--- src/rtl/walu_pkg.sv ---
package walu_pkg;

  localparam int unsigned WORD_W = 16;
  localparam int unsigned OP_W   = 3;

  typedef enum logic [OP_W-1:0] {
    OPC_ADD   = 3'd0,
    OPC_CADD  = 3'd1,
    OPC_INC   = 3'd2,
    OPC_DEC   = 3'd3,
    OPC_NEG   = 3'd4,
    OPC_MOV   = 3'd5,
    OPC_RSV6  = 3'd6,
    OPC_RSV7  = 3'd7
  } opcode_e;

  typedef struct packed {
    logic n;
    logic z;
    logic v;
    logic c;
  } ccr_t;

  localparam logic [WORD_W-1:0] MAX_POS = {1'b0, {(WORD_W-1){1'b1}}};
  localparam logic [WORD_W-1:0] MIN_NEG = {1'b1, {(WORD_W-1){1'b0}}};

  // Wide add: carry out in the top bit.
  function automatic logic [WORD_W:0] wide_add(input logic [WORD_W-1:0] a,
                                               input logic [WORD_W-1:0] b,
                                               input logic              cin);
    return {1'b0, a} + {1'b0, b} + {{WORD_W{1'b0}}, cin};
  endfunction

  // Signed overflow of a + b = s.
  function automatic logic add_ovf(input logic [WORD_W-1:0] a,
                                   input logic [WORD_W-1:0] b,
                                   input logic [WORD_W-1:0] s);
    return (a[WORD_W-1] == b[WORD_W-1]) && (s[WORD_W-1] != a[WORD_W-1]);
  endfunction

  function automatic logic keeps_carry(input opcode_e op);
    return (op == OPC_INC) || (op == OPC_DEC) || (op == OPC_MOV);
  endfunction

  function automatic logic is_defined(input opcode_e op);
    return (op != OPC_RSV6) && (op != OPC_RSV7);
  endfunction

endpackage

--- src/rtl/walu_datapath.sv ---
module walu_datapath
  import walu_pkg::*;
(
  input  opcode_e            op,
  input  logic [WORD_W-1:0]  src,
  input  logic [WORD_W-1:0]  dst,
  input  logic               c_in,
  output logic [WORD_W-1:0]  result,
  output logic               carry_gen,
  output logic               ovf_gen,
  output logic               op_known
);

  logic [WORD_W:0]   sum_two;
  logic [WORD_W:0]   sum_cin;
  logic [WORD_W-1:0] neg_val;

  assign sum_two = wide_add(src, dst, 1'b0);
  assign sum_cin = wide_add(dst, {WORD_W{1'b0}}, c_in);
  assign neg_val = ~dst + {{(WORD_W-1){1'b0}}, 1'b1};

  always_comb begin
    result    = '0;
    carry_gen = 1'b0;
    ovf_gen   = 1'b0;
    op_known  = 1'b1;
    unique case (op)
      OPC_ADD: begin
        result    = sum_two[WORD_W-1:0];
        carry_gen = sum_two[WORD_W];
        ovf_gen   = add_ovf(src, dst, sum_two[WORD_W-1:0]);
      end
      OPC_CADD: begin
        result    = sum_cin[WORD_W-1:0];
        carry_gen = sum_cin[WORD_W];
        ovf_gen   = (dst == MAX_POS) && c_in;
      end
      OPC_INC: begin
        result  = dst + {{(WORD_W-1){1'b0}}, 1'b1};
        ovf_gen = (dst == MAX_POS);
      end
      OPC_DEC: begin
        result  = dst - {{(WORD_W-1){1'b0}}, 1'b1};
        ovf_gen = (dst == MIN_NEG);
      end
      OPC_NEG: begin
        result    = neg_val;
        carry_gen = (neg_val != '0);
        ovf_gen   = (neg_val == MIN_NEG);
      end
      OPC_MOV: begin
        result = src;
      end
      default: begin
        op_known = 1'b0;
      end
    endcase
  end

endmodule

--- src/rtl/walu_flag_rules.sv ---
module walu_flag_rules
  import walu_pkg::*;
(
  input  opcode_e            op,
  input  logic [WORD_W-1:0]  result,
  input  logic               carry_gen,
  input  logic               ovf_gen,
  input  logic               op_known,
  input  ccr_t               cur,
  output ccr_t               nxt,
  output logic               c_kept
);

  assign c_kept = keeps_carry(op);

  always_comb begin
    if (!op_known) begin
      nxt = cur;
    end else begin
      nxt.n = result[WORD_W-1];
      nxt.z = (result == '0);
      nxt.v = ovf_gen;
      nxt.c = c_kept ? cur.c : carry_gen;
    end
  end

endmodule

--- src/rtl/walu_ccr_reg.sv ---
module walu_ccr_reg
  import walu_pkg::*;
(
  input  logic clk,
  input  logic rst,
  input  logic load,
  input  ccr_t d,
  output ccr_t q
);

  always_ff @(posedge clk) begin
    if (rst)       q <= '0;
    else if (load) q <= d;
  end

  AST_CCR_HOLD: assert property (@(posedge clk) disable iff (rst)
    !load |=> $stable(q));

endmodule

--- src/rtl/word_alu_ccr.sv ---
module word_alu_ccr
  import walu_pkg::*;
(
  input  logic                clk,
  input  logic                rst,
  input  logic                valid_i,
  input  logic [OP_W-1:0]     op_i,
  input  logic [WORD_W-1:0]   src_i,
  input  logic [WORD_W-1:0]   dst_i,
  output logic [WORD_W-1:0]   result_o,
  output logic                valid_o,
  output logic [3:0]          flags_o
);

  opcode_e           op;
  ccr_t              ccr_q;
  ccr_t              ccr_d;
  logic [WORD_W-1:0] alu_res;
  logic              carry_gen;
  logic              ovf_gen;
  logic              op_known;
  logic              c_kept;
  logic [WORD_W-1:0] res_q;
  logic              vld_q;

  assign op = opcode_e'(op_i);

  walu_datapath u_dp (
    .op        (op),
    .src       (src_i),
    .dst       (dst_i),
    .c_in      (ccr_q.c),
    .result    (alu_res),
    .carry_gen (carry_gen),
    .ovf_gen   (ovf_gen),
    .op_known  (op_known)
  );

  walu_flag_rules u_fr (
    .op        (op),
    .result    (alu_res),
    .carry_gen (carry_gen),
    .ovf_gen   (ovf_gen),
    .op_known  (op_known),
    .cur       (ccr_q),
    .nxt       (ccr_d),
    .c_kept    (c_kept)
  );

  walu_ccr_reg u_ccr (
    .clk  (clk),
    .rst  (rst),
    .load (valid_i),
    .d    (ccr_d),
    .q    (ccr_q)
  );

  always_ff @(posedge clk) begin
    if (rst) begin
      res_q <= '0;
      vld_q <= 1'b0;
    end else begin
      vld_q <= valid_i;
      if (valid_i) res_q <= alu_res;
    end
  end

  assign result_o = res_q;
  assign valid_o  = vld_q;
  assign flags_o  = ccr_q;

  AST_RESET_CLEAR: assert property (@(posedge clk)
    rst |=> (flags_o == 4'b0 && !valid_o && result_o == '0));

  AST_KEEP_CARRY: assert property (@(posedge clk) disable iff (rst)
    (valid_i && c_kept) |=> (flags_o[0] == $past(flags_o[0])));

  AST_NZ_TRACK: assert property (@(posedge clk) disable iff (rst)
    (valid_i && op_known) |=> (flags_o[3] == result_o[WORD_W-1] &&
                               flags_o[2] == (result_o == '0)));

  AST_NEG_CARRY: assert property (@(posedge clk) disable iff (rst)
    (valid_i && op == OPC_NEG) |=> (flags_o[0] == (result_o != '0)));

  AST_CADD_WRAP: assert property (@(posedge clk) disable iff (rst)
    (valid_i && op == OPC_CADD) |=> (!flags_o[0] || result_o == '0));

  AST_MOV_NO_OVF: assert property (@(posedge clk) disable iff (rst)
    (valid_i && op == OPC_MOV) |=> !flags_o[1]);

  AST_RSV_HOLD: assert property (@(posedge clk) disable iff (rst)
    (valid_i && !op_known) |=> ($stable(flags_o) && result_o == '0));

  AST_VALID_PULSE: assert property (@(posedge clk) disable iff (rst)
    valid_i |=> valid_o);

endmodule

--- config.mk ---
export PLATFORM = sky130hd
export DESIGN_NAME = word_alu_ccr
export DESIGN_NICKNAME = d
export VERILOG_FILES = /design/src/rtl/walu_pkg.sv /design/src/rtl/walu_datapath.sv /design/src/rtl/walu_flag_rules.sv /design/src/rtl/walu_ccr_reg.sv /design/src/rtl/word_alu_ccr.sv
export SDC_FILE = /design/constraint.sdc
export NUM_CORES = 1
export LEC_CHECK = 0
export BUFFER_PORTS_ARGS = -buffer_cell sky130_fd_sc_hd__buf_2
export CAP_MARGIN = 20
export CORE_MARGIN = 8
export CORE_UTILIZATION = 55
export CTS_BUF_LIST = sky130_fd_sc_hd__clkbuf_4 sky130_fd_sc_hd__clkbuf_8
export CTS_CLUSTER_SIZE = 10
export DETAILED_ROUTE_END_ITERATION = 10
export HOLD_SLACK_MARGIN = 0.02
export MAX_ROUTING_LAYER = met4
export PLACE_DENSITY_LB_ADDON = 0.08
export SYNTH_ARGS = -nofsm -noshare
export SYNTH_HDL_FRONTEND = slang
export SYNTH_SLANG_ARGS = --single-unit
--- constraint.sdc ---
create_clock -name clk -period 5.1 [get_ports clk]
set_input_delay 1.02 -clock clk [delete_from_list [all_inputs] [get_ports clk]]
set_output_delay 1.02 -clock clk [all_outputs]
set_load 0.1 [all_outputs]
==> impl_metrics.yaml <==
status:
  status: "finished clean"
critical_path:
  arrival_ns: 4.57
  critPathLaunchType: "input pin"
  cp.required_ns: 5.28
  worstSetupPathType: "input pin to flip-flop"
  worst-path-max-fanout: 10
  end_kind: "flip-flop"
clocking:
  clockBufferDepth: 2
  cts_setup_buffers: 0
  cts.sinks: 21
  path_clk_slew_ns: 0.07
  cts_resized: 0
  clk_latency_ns: 0.26
  hold_buffers: 0
  cts_made_buffers: 3
  cts_htree_levels: 1
  cts_root_buffer: "clkbuf_8"
  cts_tree: "built"
global_routing:
  grt_pass1_vias: 3914
  grt_pass1_wl_mm: 20.02
  grtUsageTotal_pct: 25.64
  grt_start_max_net_pins: 21
  grt-ovfl-total: 0
  antenna_found_initial: 0
pwr:
  peakVddDrop_v: 0.0001966
  p_sw_uw: 330.0
  pwr-share-seq_pct: 25.6
  pwr-share-clk_pct: 15.8
  power.density_nw_per_um2: 176.3
  intPower_uw: 367.4
  switching_share_pct: 47.32
  leakagePower_nw: 1.730
  pwr-share-comb_pct: 58.5
yosys:
  yosysWarningCount: 0
  synth_seq_cells: 21
  ys_types: 70
  ys.flop_type: "dfxtp_1"
  synth_top_cell_area_share_pct: 11.77
  synth-seq-area-share_pct: 11.63
  syn_area_per_cell_um2: 7.347
  synth_area_leaders: "ha_1, dfxtp_1, xor2_1, nand2_1, o21ai_0"
  syn-num-nets: 566
  synth_top_area_cell: "ha_1"
  synthArstFlopShare_pct: 0
  synth_edf_count: 0
  syn_area_um2: 3615
  syn_inst: 492
timing:
  fin_skew_ns: 0.003221
  max_freq_ghz: 0.2277
  finalCritPeriodShare_pct: 86.10
  setup_violations: 0
  tns_ns: 0
  period_minus_slack_ns: 4.391
  finalHoldViolations: 0
  final_max_slew_viol_count: 0
  grt_setup_unrepaired: "no"
  slew-limit-headroom_pct: 26.95
  setup_slack_ns: 0.7088
  tightest_slew_ns: 1.093
final_layout:
  fin_nets: 602
  fillers: 590
  multi_input_area_um2: 3014
  register_area_um2: 420.4
  fin_util_pct: 62.31
  syn2layout_area_growth_pct: 9.450
  num_antenna_cells: 0
  drive_above_1_share_pct: 14.99
route:
  vias: 4127
  wl_per_cell_um: 19.89
  drt_iter0_markers: 403
  vias_per_cell: 6.833
  totalWireLength_mm: 12.01
  drtPass1Iterations: 6
  remaining_drc_errors: 0
  postRouteAntennaNets: 0
run:
  cap_violations: 0
floorplan:
  coreArea_um2: 6350
  die_h_um: 97.07
  ios: 59
  start_util_pct: 56.93
  dieArea_um2: 9423
  die_x_um: 97.07
  rows: 29
placed_design:
  pre_cts_ws_ns: 0.5400
  place_congestion: 0.9774
  portBuffers: 58
  dpl.hpwl_mm: 9.392
hold_path:
  min_path_type: "flip-flop to flip-flop"
flip-flops by register name, indices dropped and copies added (netlist names):
register,count
u_ccr.q,4
valid_o,1
result_o,16
metrics by stage:
stage	total power, mW	cells	area, um2	hold WS [ns]
2_1_floorplan	0.4840	492	3615	0.5105
3_3_place_gp	0.5762	600	3908	0.4289
3_5_place_dp	0.5820	600	3908	0.4382
4_1_cts	0.6923	604	3956	0.4489
5_1_grt	0.7401	604	3956	0.4555
6_report	0.6975	604	3956	0.4432
layer usage:
layer / track usage [%] / wire length, um
met1: 35.23 / 5509
met2: 38.59 / 5236
met3: 3.343 / 1137
met4: 6.154 / 129
met5: - / 0
Yosys cell counts, drive strengths merged (9+ instances only):
master,instances
nor3,18
nand2b,12
a21o,13
xor2,19
dfxtp,21
nand2,41
nor2,28
o21ai,35
inv,10
clkbuf,30
nand4,9
nand3,19
a21oi,28
xnor2,17
a211oi,11
a22o,9
ha,34
nor2b,9
worst paths after layout:
| kind | startpoint | depth (start not counted) | endpoint | slack [ns] |
|---|---|---|---|---|
| hold / removal | result_o[1] | 2 | result_o[1] | 0.44 |
| hold reg to reg | result_o[1] | 2 | result_o[1] | 0.44 |
| setup reg to reg | u_ccr.q[0] | 10 | u_ccr.q[2] | 1.96 |
| setup / recovery | op_i[2] | 12 | u_ccr.q[2] | 0.71 |
power by group through the flow:
stage | Sequential (mW) | Clock, mW | Combinational [mW]
after floorplan | 0.250 | 0 | 0.234
after global placement | 0.182 | 0 | 0.394
after detailed placement | 0.183 | 0 | 0.399
after CTS | 0.179 | 0.112 | 0.401
after global routing | 0.180 | 0.116 | 0.444
final | 0.179 | 0.110 | 0.408
cell usage in the layout, fill, tap and decap left out, types with 7 or more instances in the layout:
cell type  Yosys  routed
buf_2          0      58
nand2_1       41      41
ha_1          34      34
o21ai_0       30      30
nor2_1        28      28
a21oi_1       28      28
dfxtp_1       21      21
nand3_1       19      19
xor2_1        19      19
nor3_1        18      17
xnor2_1       17      17
a21o_1        13      13
nand2b_1      12      12
a211oi_1      11      11
inv_1         10      10
nand4_1        9       9
nor2b_1        9       9
a22o_1         9       9
and3_1         8       8
a31oi_1        7       7
nor4_1         7       7
final cells by class:
type / instances / area share, %
timing repair buffer: 64 / 8.476
sequential: 21 / 10.63
tap: 77 / 2.435
clock buffer: 4 / 1.233
inverter: 11 / 1.044
multi-input combinational: 427 / 76.19
cells by family after synthesis:
logic type	share of synthesized area, %
AND/OR/NAND/NOR	26.31
adder cells (fa/ha/maj)	12.88
XOR/XNOR	8.723
buffers and inverters	5.123
AO/OA/AOI/OAI	33.02
flip-flops	11.63
multiplexers	2.319
worst max-delay path: stages:
cell	delay, ns
buf_2	0.10
nand2b_1	0.28
nor2_1	0.59
ha_1	0.47
a2111oi_0	0.39
o21ai_0	0.16
o211a_1	0.22
o211a_1	0.27
xor2_1	0.15
a221oi_1	0.52
nand4_1	0.19
o31ai_2	0.19
Note: power is estimated with default switching activity, not from simulation.
